## config.mk

```make
export PLATFORM = sky130hd
export DESIGN_NAME = pwr_mode_ctrl
export DESIGN_NICKNAME = d
export VERILOG_FILES = /design/src/rtl/pmc_pkg.sv /design/src/rtl/pmc_rst_sync.sv /design/src/rtl/pmc_ctrl_reg.sv /design/src/rtl/pmc_inhibit_win.sv /design/src/rtl/pwr_mode_ctrl.sv
export SDC_FILE = /design/constraint.sdc
export NUM_CORES = 1
export LEC_CHECK = 0
export ABC_AREA = 1
export BUFFER_PORTS_ARGS = -buffer_cell sky130_fd_sc_hd__buf_4
export CAP_MARGIN = 20
export CORE_UTILIZATION = 45
export DETAILED_ROUTE_END_ITERATION = 10
export PLACE_DENSITY = 0.76
export SYNTH_ARGS = -nofsm -noshare
export SYNTH_HDL_FRONTEND = slang
export SYNTH_HIERARCHICAL = 1
export SYNTH_SLANG_ARGS = --single-unit
```

## constraint.sdc

```tcl
create_clock -name clk -period 1.08 [get_ports clk]
set_clock_uncertainty 0.15 [all_clocks]
set_input_delay 0.162 -clock clk [delete_from_list [all_inputs] [get_ports clk]]
set_output_delay 0.162 -clock clk [all_outputs]
set_load 0.005 [all_outputs]
```

## src/rtl/pmc_pkg.sv

```systemverilog
package pmc_pkg;
  localparam int BIT_IDLE  = 0;
  localparam int BIT_PDOWN = 1;
  localparam int BIT_FLAG0 = 2;
  localparam int BIT_FLAG1 = 3;
  localparam int BIT_DBAUD = 7;

  typedef struct packed {
    logic       dbl_baud;
    logic [2:0] rsv;
    logic       flag1;
    logic       flag0;
    logic       pdown;
    logic       idle;
  } pctl_t;
endpackage

```

## src/rtl/pmc_rst_sync.sv

```systemverilog
module pmc_rst_sync #(
  parameter int STAGES = 2
) (
  input  logic clk,
  input  logic arst_n,
  output logic rst_n_o
);
  logic [STAGES-1:0] sync_q;

  generate
    for (genvar g = 0; g < STAGES; g++) begin : g_stage
      if (g == 0) begin : g_first
        always_ff @(posedge clk or negedge arst_n) begin
          if (!arst_n) sync_q[g] <= 1'b0;
          else         sync_q[g] <= 1'b1;
        end
      end else begin : g_next
        always_ff @(posedge clk or negedge arst_n) begin
          if (!arst_n) sync_q[g] <= 1'b0;
          else         sync_q[g] <= sync_q[g-1];
        end
      end
    end
  endgenerate

  assign rst_n_o = sync_q[STAGES-1];
endmodule

```

## src/rtl/pmc_ctrl_reg.sv

```systemverilog
module pmc_ctrl_reg
  import pmc_pkg::*;
#(
  parameter logic [7:0] CTRL_ADDR = 8'h87
) (
  input  logic       clk,
  input  logic       rst_n,
  input  logic       wr_en,
  input  logic [7:0] wr_addr,
  input  logic [7:0] wr_data,
  input  logic       irq_pend,
  output pctl_t      ctl_q
);
  pctl_t ctl_nxt;
  logic  wr_hit, held, wake, ld_en;

  always_comb begin
    wr_hit  = wr_en && (wr_addr == CTRL_ADDR);
    held    = ctl_q.idle || ctl_q.pdown;
    wake    = ctl_q.idle && irq_pend;
    ld_en   = wake || (!held && wr_hit);
    ctl_nxt = ctl_q;
    if (held) begin
      if (wake) ctl_nxt.idle = 1'b0;
    end else if (wr_hit) begin
      ctl_nxt.dbl_baud = wr_data[BIT_DBAUD];
      ctl_nxt.flag1    = wr_data[BIT_FLAG1];
      ctl_nxt.flag0    = wr_data[BIT_FLAG0];
      ctl_nxt.pdown    = wr_data[BIT_PDOWN];
      ctl_nxt.idle     = wr_data[BIT_IDLE] && !wr_data[BIT_PDOWN];
    end
    ctl_nxt.rsv = '0;
  end

  always_ff @(posedge clk or negedge rst_n) begin
    if (!rst_n)     ctl_q <= '0;
    else if (ld_en) ctl_q <= ctl_nxt;
  end

  AST_PDOWN_WINS: assert property (@(posedge clk) disable iff (!rst_n)
    (wr_hit && !held && wr_data[BIT_PDOWN] && wr_data[BIT_IDLE]) |=> (ctl_q.pdown && !ctl_q.idle));
  AST_IRQ_WAKE: assert property (@(posedge clk) disable iff (!rst_n)
    (ctl_q.idle && irq_pend) |=> !ctl_q.idle);
  AST_WR_LOCK: assert property (@(posedge clk) disable iff (!rst_n)
    (held && !irq_pend) |=> $stable(ctl_q));
endmodule

```

## src/rtl/pmc_inhibit_win.sv

```systemverilog
module pmc_inhibit_win #(
  parameter int WIN_CYC = 36
) (
  input  logic clk,
  input  logic por_n,
  input  logic rst_sync_n,
  input  logic idle,
  output logic ram_inh
);
  localparam int CW = $clog2(WIN_CYC + 1);
  localparam logic [CW-1:0] WIN_L = CW'(WIN_CYC);

  logic [CW-1:0] cnt_q, cnt_nxt;
  logic          was_idle_q, was_idle_nxt;
  logic          launch;

  always_comb begin
    launch       = !rst_sync_n && was_idle_q && (cnt_q == '0);
    cnt_nxt      = cnt_q;
    was_idle_nxt = was_idle_q;
    if (launch)              cnt_nxt = WIN_L;
    else if (cnt_q != '0)    cnt_nxt = cnt_q - 1'b1;
    if (!rst_sync_n) begin
      if (launch) was_idle_nxt = 1'b0;
    end else begin
      was_idle_nxt = idle;
    end
  end

  always_ff @(posedge clk or negedge por_n) begin
    if (!por_n) begin
      cnt_q      <= '0;
      was_idle_q <= 1'b0;
    end else begin
      cnt_q      <= cnt_nxt;
      was_idle_q <= was_idle_nxt;
    end
  end

  assign ram_inh = (cnt_q != '0);

  AST_INH_AFTER_IDLE: assert property (@(posedge clk) disable iff (!por_n)
    $rose(ram_inh) |-> $past(was_idle_q));
  AST_INH_IN_RESET: assert property (@(posedge clk) disable iff (!por_n)
    $rose(ram_inh) |-> $past(!rst_sync_n));
endmodule

```

## src/rtl/pwr_mode_ctrl.sv

```systemverilog
module pwr_mode_ctrl
  import pmc_pkg::*;
#(
  parameter logic [7:0] CTRL_ADDR   = 8'h87,
  parameter int         OSC_PER_MC  = 12,
  parameter int         INH_MC      = 3,
  parameter int         SYNC_STAGES = 2
) (
  input  logic       clk,
  input  logic       por_n,
  input  logic       rst_n,
  input  logic       wr_en,
  input  logic [7:0] wr_addr,
  input  logic [7:0] wr_data,
  input  logic       irq_pend,
  output logic [7:0] pctl_q,
  output logic       cpu_clk_en,
  output logic       per_clk_en,
  output logic       osc_en,
  output logic       strobe_hold,
  output logic       port_hold,
  output logic       ram_inh
);
  localparam int WIN_CYC = OSC_PER_MC * INH_MC;

  logic  arst_n, rst_sync_n;
  pctl_t ctl;

  assign arst_n = rst_n && por_n;

  pmc_rst_sync #(.STAGES(SYNC_STAGES)) u_sync (
    .clk     (clk),
    .arst_n  (arst_n),
    .rst_n_o (rst_sync_n)
  );

  pmc_ctrl_reg #(.CTRL_ADDR(CTRL_ADDR)) u_reg (
    .clk      (clk),
    .rst_n    (rst_sync_n),
    .wr_en    (wr_en),
    .wr_addr  (wr_addr),
    .wr_data  (wr_data),
    .irq_pend (irq_pend),
    .ctl_q    (ctl)
  );

  pmc_inhibit_win #(.WIN_CYC(WIN_CYC)) u_win (
    .clk        (clk),
    .por_n      (por_n),
    .rst_sync_n (rst_sync_n),
    .idle       (ctl.idle),
    .ram_inh    (ram_inh)
  );

  assign pctl_q      = ctl;
  assign cpu_clk_en  = !(ctl.idle || ctl.pdown);
  assign per_clk_en  = !ctl.pdown;
  assign osc_en      = !ctl.pdown;
  assign strobe_hold = ctl.idle;
  assign port_hold   = ctl.idle || ctl.pdown;

  AST_IDLE_GATES: assert property (@(posedge clk) disable iff (!rst_sync_n)
    (wr_en && wr_addr == CTRL_ADDR && !port_hold && wr_data[0] && !wr_data[1])
    |=> (!cpu_clk_en && per_clk_en && osc_en && strobe_hold));
  AST_PDOWN_STOPS: assert property (@(posedge clk) disable iff (!rst_sync_n)
    (wr_en && wr_addr == CTRL_ADDR && !port_hold && wr_data[1])
    |=> (!osc_en && !per_clk_en && !cpu_clk_en && !strobe_hold));
endmodule

```

======== Word-level counts from Yosys, hierarchy flattened ========
Cells that the tools add are included.
storage, ports and cells
  word-level logic and storage cells ...... 40
  register bits after elaboration ......... 14
cells by class
  add/subtract/negate cells ............... 1
  muxes and demuxes ....................... 7
  bitwise gates (word level) .............. 1
  equality and inequality tests ........... 2
  reductions and logical operators ........ 20
operators by type and width
  operator                                          count
  two-way mux 6 bit                                 2
  equality test 8 bit, second input constant        1
  logical AND 1 bit                                 7
  logical NOT 6 bit                                 1
  AND reduction 3 bit                               2
  nonzero test 2 bit                                3
  nonzero test 6 bit                                1
  subtractor 6 x 1 -> 6 bit, second input constant  1
  two-way mux 1 bit                                 5
  logical NOT 1 bit                                 4
  logical OR 1 bit                                  2
  != test 2 x 1 -> 1 bit, second input constant     1
  NOT 1 bit                                         1

======== Depth between registers and ports, before layout ========
  word-level depth ........................ 5
  gate-level depth with buffers ........... 6
  gate-level depth less buffers ........... 6

======== Cells and area by module ========
Netlist, hierarchy kept.
modules (own cells, without submodules)
  module           instances  sequential area each (um2)  cells each  area each (um2)
  pmc_inhibit_win  1          175.2                       43          375.4
  pmc_ctrl_reg     1          125.1                       45          339.1
  pmc_rst_sync     1          50.0                        3           53.8
  pwr_mode_ctrl    1          0.0                         8           40.0

======== Least setup slack after synthesis ========
OpenSTA, ideal clock, no wires.
  path kind ............................... register to register
  start point ............................. register u_win.cnt_q[0]
  end point ............................... register u_win.cnt_q[2]
  cell stages (with the launch flop) ...... 6
  library setup time ...................... 0.129 ns
  buffers on the path ..................... 0
  slack ................................... -0.181 ns
  arrival time ............................ 0.982 ns
  cells stage by stage .................... dfrtp_1 inv_1 ha_1 nand2_1 nor2_4 o21ai_0
on the way
  longest elaborated chain between the ends .. 3
  elaborated cells between the ends (all ways) .. 7
  those cells by class .................... add/sub (1); mux (2); reduce/logical (4)
RTL lines
  what                                                            line                                          source
  from (decl)                                                     pmc_inhibit_win.sv:13                         logic [CW-1:0] cnt_q, cnt_nxt;
  from (signal assigned)                                          pmc_inhibit_win.sv:35                         cnt_q <= cnt_nxt;
  subtractor 6 x 1 -> 6 bit or logical NOT 6 bit (tied branches)  pmc_inhibit_win.sv:22, pmc_inhibit_win.sv:18
  two-way mux 6 bit or logical AND 1 bit (tied branches)          pmc_inhibit_win.sv:22, pmc_inhibit_win.sv:18
  two-way mux 6 bit or nonzero test 2 bit (tied branches)         n/a
Parallel ways exist; a longest one is shown, timed or not. The select of a mux whose other input is x is not followed.
A chain may end at the register's enable or synchronous reset.

======== Final worst setup path ========
  start point ............................. register u_win.cnt_q[0]
  end point ............................... register u_win.cnt_q[1]
The elaborated chain is that of the path after synthesis.

==> results.json <==
{
  "status": "finished with violations",
  "failed_checks": "negative hold slack, negative setup slack",
  "grt_max_degree": 9,
  "synth.top_cell.area_share_pct": 43.3,
  "p_leak_nw": 0.686,
  "antennaDiodeCount": 0,
  "mostFrequentLayoutCells": "28 x buf_4, 18 x nand2_1, 17 x buf_6",
  "htreeDepth": 1,
  "first_pass_iters": 4,
  "crit_required_ns": 1.16,
  "first_global_vias": 772,
  "core_mm2": 0.00159,
  "slew_viol_final": 0,
  "antenna_found_initial": 0,
  "clock_path_buffers": 2,
  "drc_errors": 0,
  "cts-root-buf": "clkbuf_4",
  "worst-path-max-fanout": 8,
  "crit_path_start_kind": "register",
  "final_common_cell": "buf_4",
  "dieWidth_um": 44.4,
  "critPathMaxStageDelay_ns": 0.40,
  "syn_avg_cell_area_um2": 8.16,
  "die_area_mm2": 0.00197,
  "ant_nets": 0,
  "ys_seq_area_share_pct": 43.3,
  "synth_cell_types": 19,
  "clkTransAtPathRegs_ns": 0.09,
  "viasPerCell": 4.68,
  "maxCapViolations": 0,
  "via_count": 823,
  "synth.top_cells.by_area": "dfrtp_1 43%, nand2_1 9.3%, nor2_4 5.6%",
  "synthesis.instances": 99,
  "max_freq_ghz": 0.679,
  "hp-class": "primary input to register",
  "fp-row-count": 14,
  "final_nets": 176,
  "ios": 35,
  "totalWireLength_mm": 2.37,
  "end_kind": "register",
  "synth_top_area_cell": "dfrtp_1",
  "cts_tree": "done",
  "drive_above_1_share_pct": 54.6,
  "cp_slowest_cell": "dfrtp_1",
  "finalSetupTns_ns": -5.36,
  "ir_drop_uv": 1640,
  "p_per_area_mw_per_mm2": 1700,
  "arrival_ns": 1.55,
  "final.min_clock_period_ns": 1.47,
  "rsz0062_at_grt": "true",
  "dp_hpwl_mm": 1.34,
  "grt_util_all_layers_pct": 23.6,
  "pre_cts_ws_ns": -0.177,
  "whs_ns": -0.0158,
  "synthesis.area_um2": 808,
  "setup_viol": 23,
  "die_y_um": 44.4,
  "place_congestion": 0.829,
  "grt_first_pass_wirelength_mm": 3.26,
  "nFillCells": 74,
  "clock-sinks": 14,
  "crit_buf_inv": 2,
  "drt-wirelength-per-cell_um": 13.5,
  "clk_latency_ns": 0.30,
  "syn_to_final_growth_pct": 73.5,
  "ys_warn_count": 6,
  "drt-initial-drc-count": 32,
  "finalCritPeriodShare_pct": 136,
  "grt_overflow": 0,
  "cts-buffers-inserted": 3,
  "start_util_pct": 50.7,
  "critPathTopFamily": "simple AND/OR/NAND/NOR gates",
  "ys_ff_latch": 14,
  "portBuffers": 28,
  "worstPathCellList": "inv_2, ha_4, buf_4, nand2_4, nor2_4, nand3_2, o21ai_2",
  "fin_ws_ns": -0.393,
  "hold_viol_final": 2,
  "crit_type": "register to register"
}
## worst paths after layout
check / from / endpoint / slack, ns / cells past startpoint
max reg2reg: u_win/cnt_q[0] / u_win/cnt_q[1] / -0.39 / 7
max in group asynchronous: por_n / u_sync/rst_n_o / 0.45 / 4
min reg2reg: u_sync/rst_n_o / u_reg/ctl_q[1] / 0.01 / 1
min: wr_addr[4] / u_reg/ctl_q[1] / -0.02 / 4
max: u_win/cnt_q[0] / u_win/cnt_q[1] / -0.39 / 7
min in group asynchronous: u_sync/rst_n_o / u_reg/ctl_q[1] / 0.01 / 1
## cells by family after synthesis
kind of cell               Yosys count  share of synthesized area (%)
AOI/OAI and AO/OA                    7                           4.33
xor gates and xnor gates             1                           1.08
adders and majority gates            2                           3.10
buffers and inverters               21                           12.1
DFF                                 14                           43.3
other                                2                          0.929
and+or+nand+nor                     52                           35.1
## flip-flops by register name (all words and copies together) (netlist names)
signal and flops:
u_sync/sync_q 1, u_win/was_idle_q 1, u_reg/ctl_q 5, u_sync/rst_n_o 1
u_win/cnt_q 6
## cells in the mapped netlist
cell type   n
or2_1       1
nor2_4      4
nor3_2      1
inv_1      10
nand3_1     8
nand2_2     6
conb_1      2
nor2_1      5
ha_1        2
inv_2       5
a21oi_1     1
dfrtp_1    14
nand3_2     2
o21ai_0     6
buf_4       5
clkinv_1    1
nand4_1     5
xnor2_1     1
nand2_1    20
## metal layers
metal	up-vias	GRT usage [%]	share of wire, %
met3	3	7.35	5.1
met2	33	43.8	55
met1	379	25.2	39
met4	0	7.27	1.0
met5	-	0	0
li1	408	-	-
## worst register-to-register path: stages (launching register included)
cell and delay, ns:
dfrtp_1 0.40, inv_2 0.09, ha_4 0.14, buf_4 0.11, nand2_4 0.05, nor2_4 0.26
nand3_2 0.13, o21ai_2 0.08
## what timing repair did
| item | CTS | global route |
|---|---|---|
| pin swaps | 11 | 5 |
| setup endpoints to repair | 23 | 23 |
| hold buffers | 7 | 0 |
| endpoints found under the hold margin | 14 | 0 |
| buffers inserted | 7 | 4 |
| gates resized for setup | 28 | 11 |
## final cells by class
| cell class | count | area (um^2) | area share (%) |
|---|---|---|---|
| clock buffers | 4 | 36.3 | 2.59 |
| inverters | 16 | 67.6 | 4.82 |
| multi-input cells | 66 | 445 | 31.8 |
| flip-flops and latches | 14 | 352 | 25.1 |
| well taps | 24 | 30.0 | 2.14 |
| repair buffers | 52 | 472 | 33.6 |
## power breakdown
group          internal [mW]  total (mW)  switching (mW)
sequential             0.648       0.734          0.0863
clock                  0.206       0.396           0.190
combinational          0.639        1.25           0.610
## through the flow
step | std cells | power, mW | instance area (um^2) | utilization [%]
after floorplan | 101 | 1.27 | 837 | -
after global placement | 156 | 1.53 | 1100 | 69.0
after detailed placement | 156 | 1.56 | 1100 | 69.0
after CTS | 174 | 2.21 | 1360 | 85.1
after global routing | 176 | 2.52 | 1400 | 88.0
final | 176 | 2.38 | 1400 | 88.0
(Power assumes the default switching activity.)
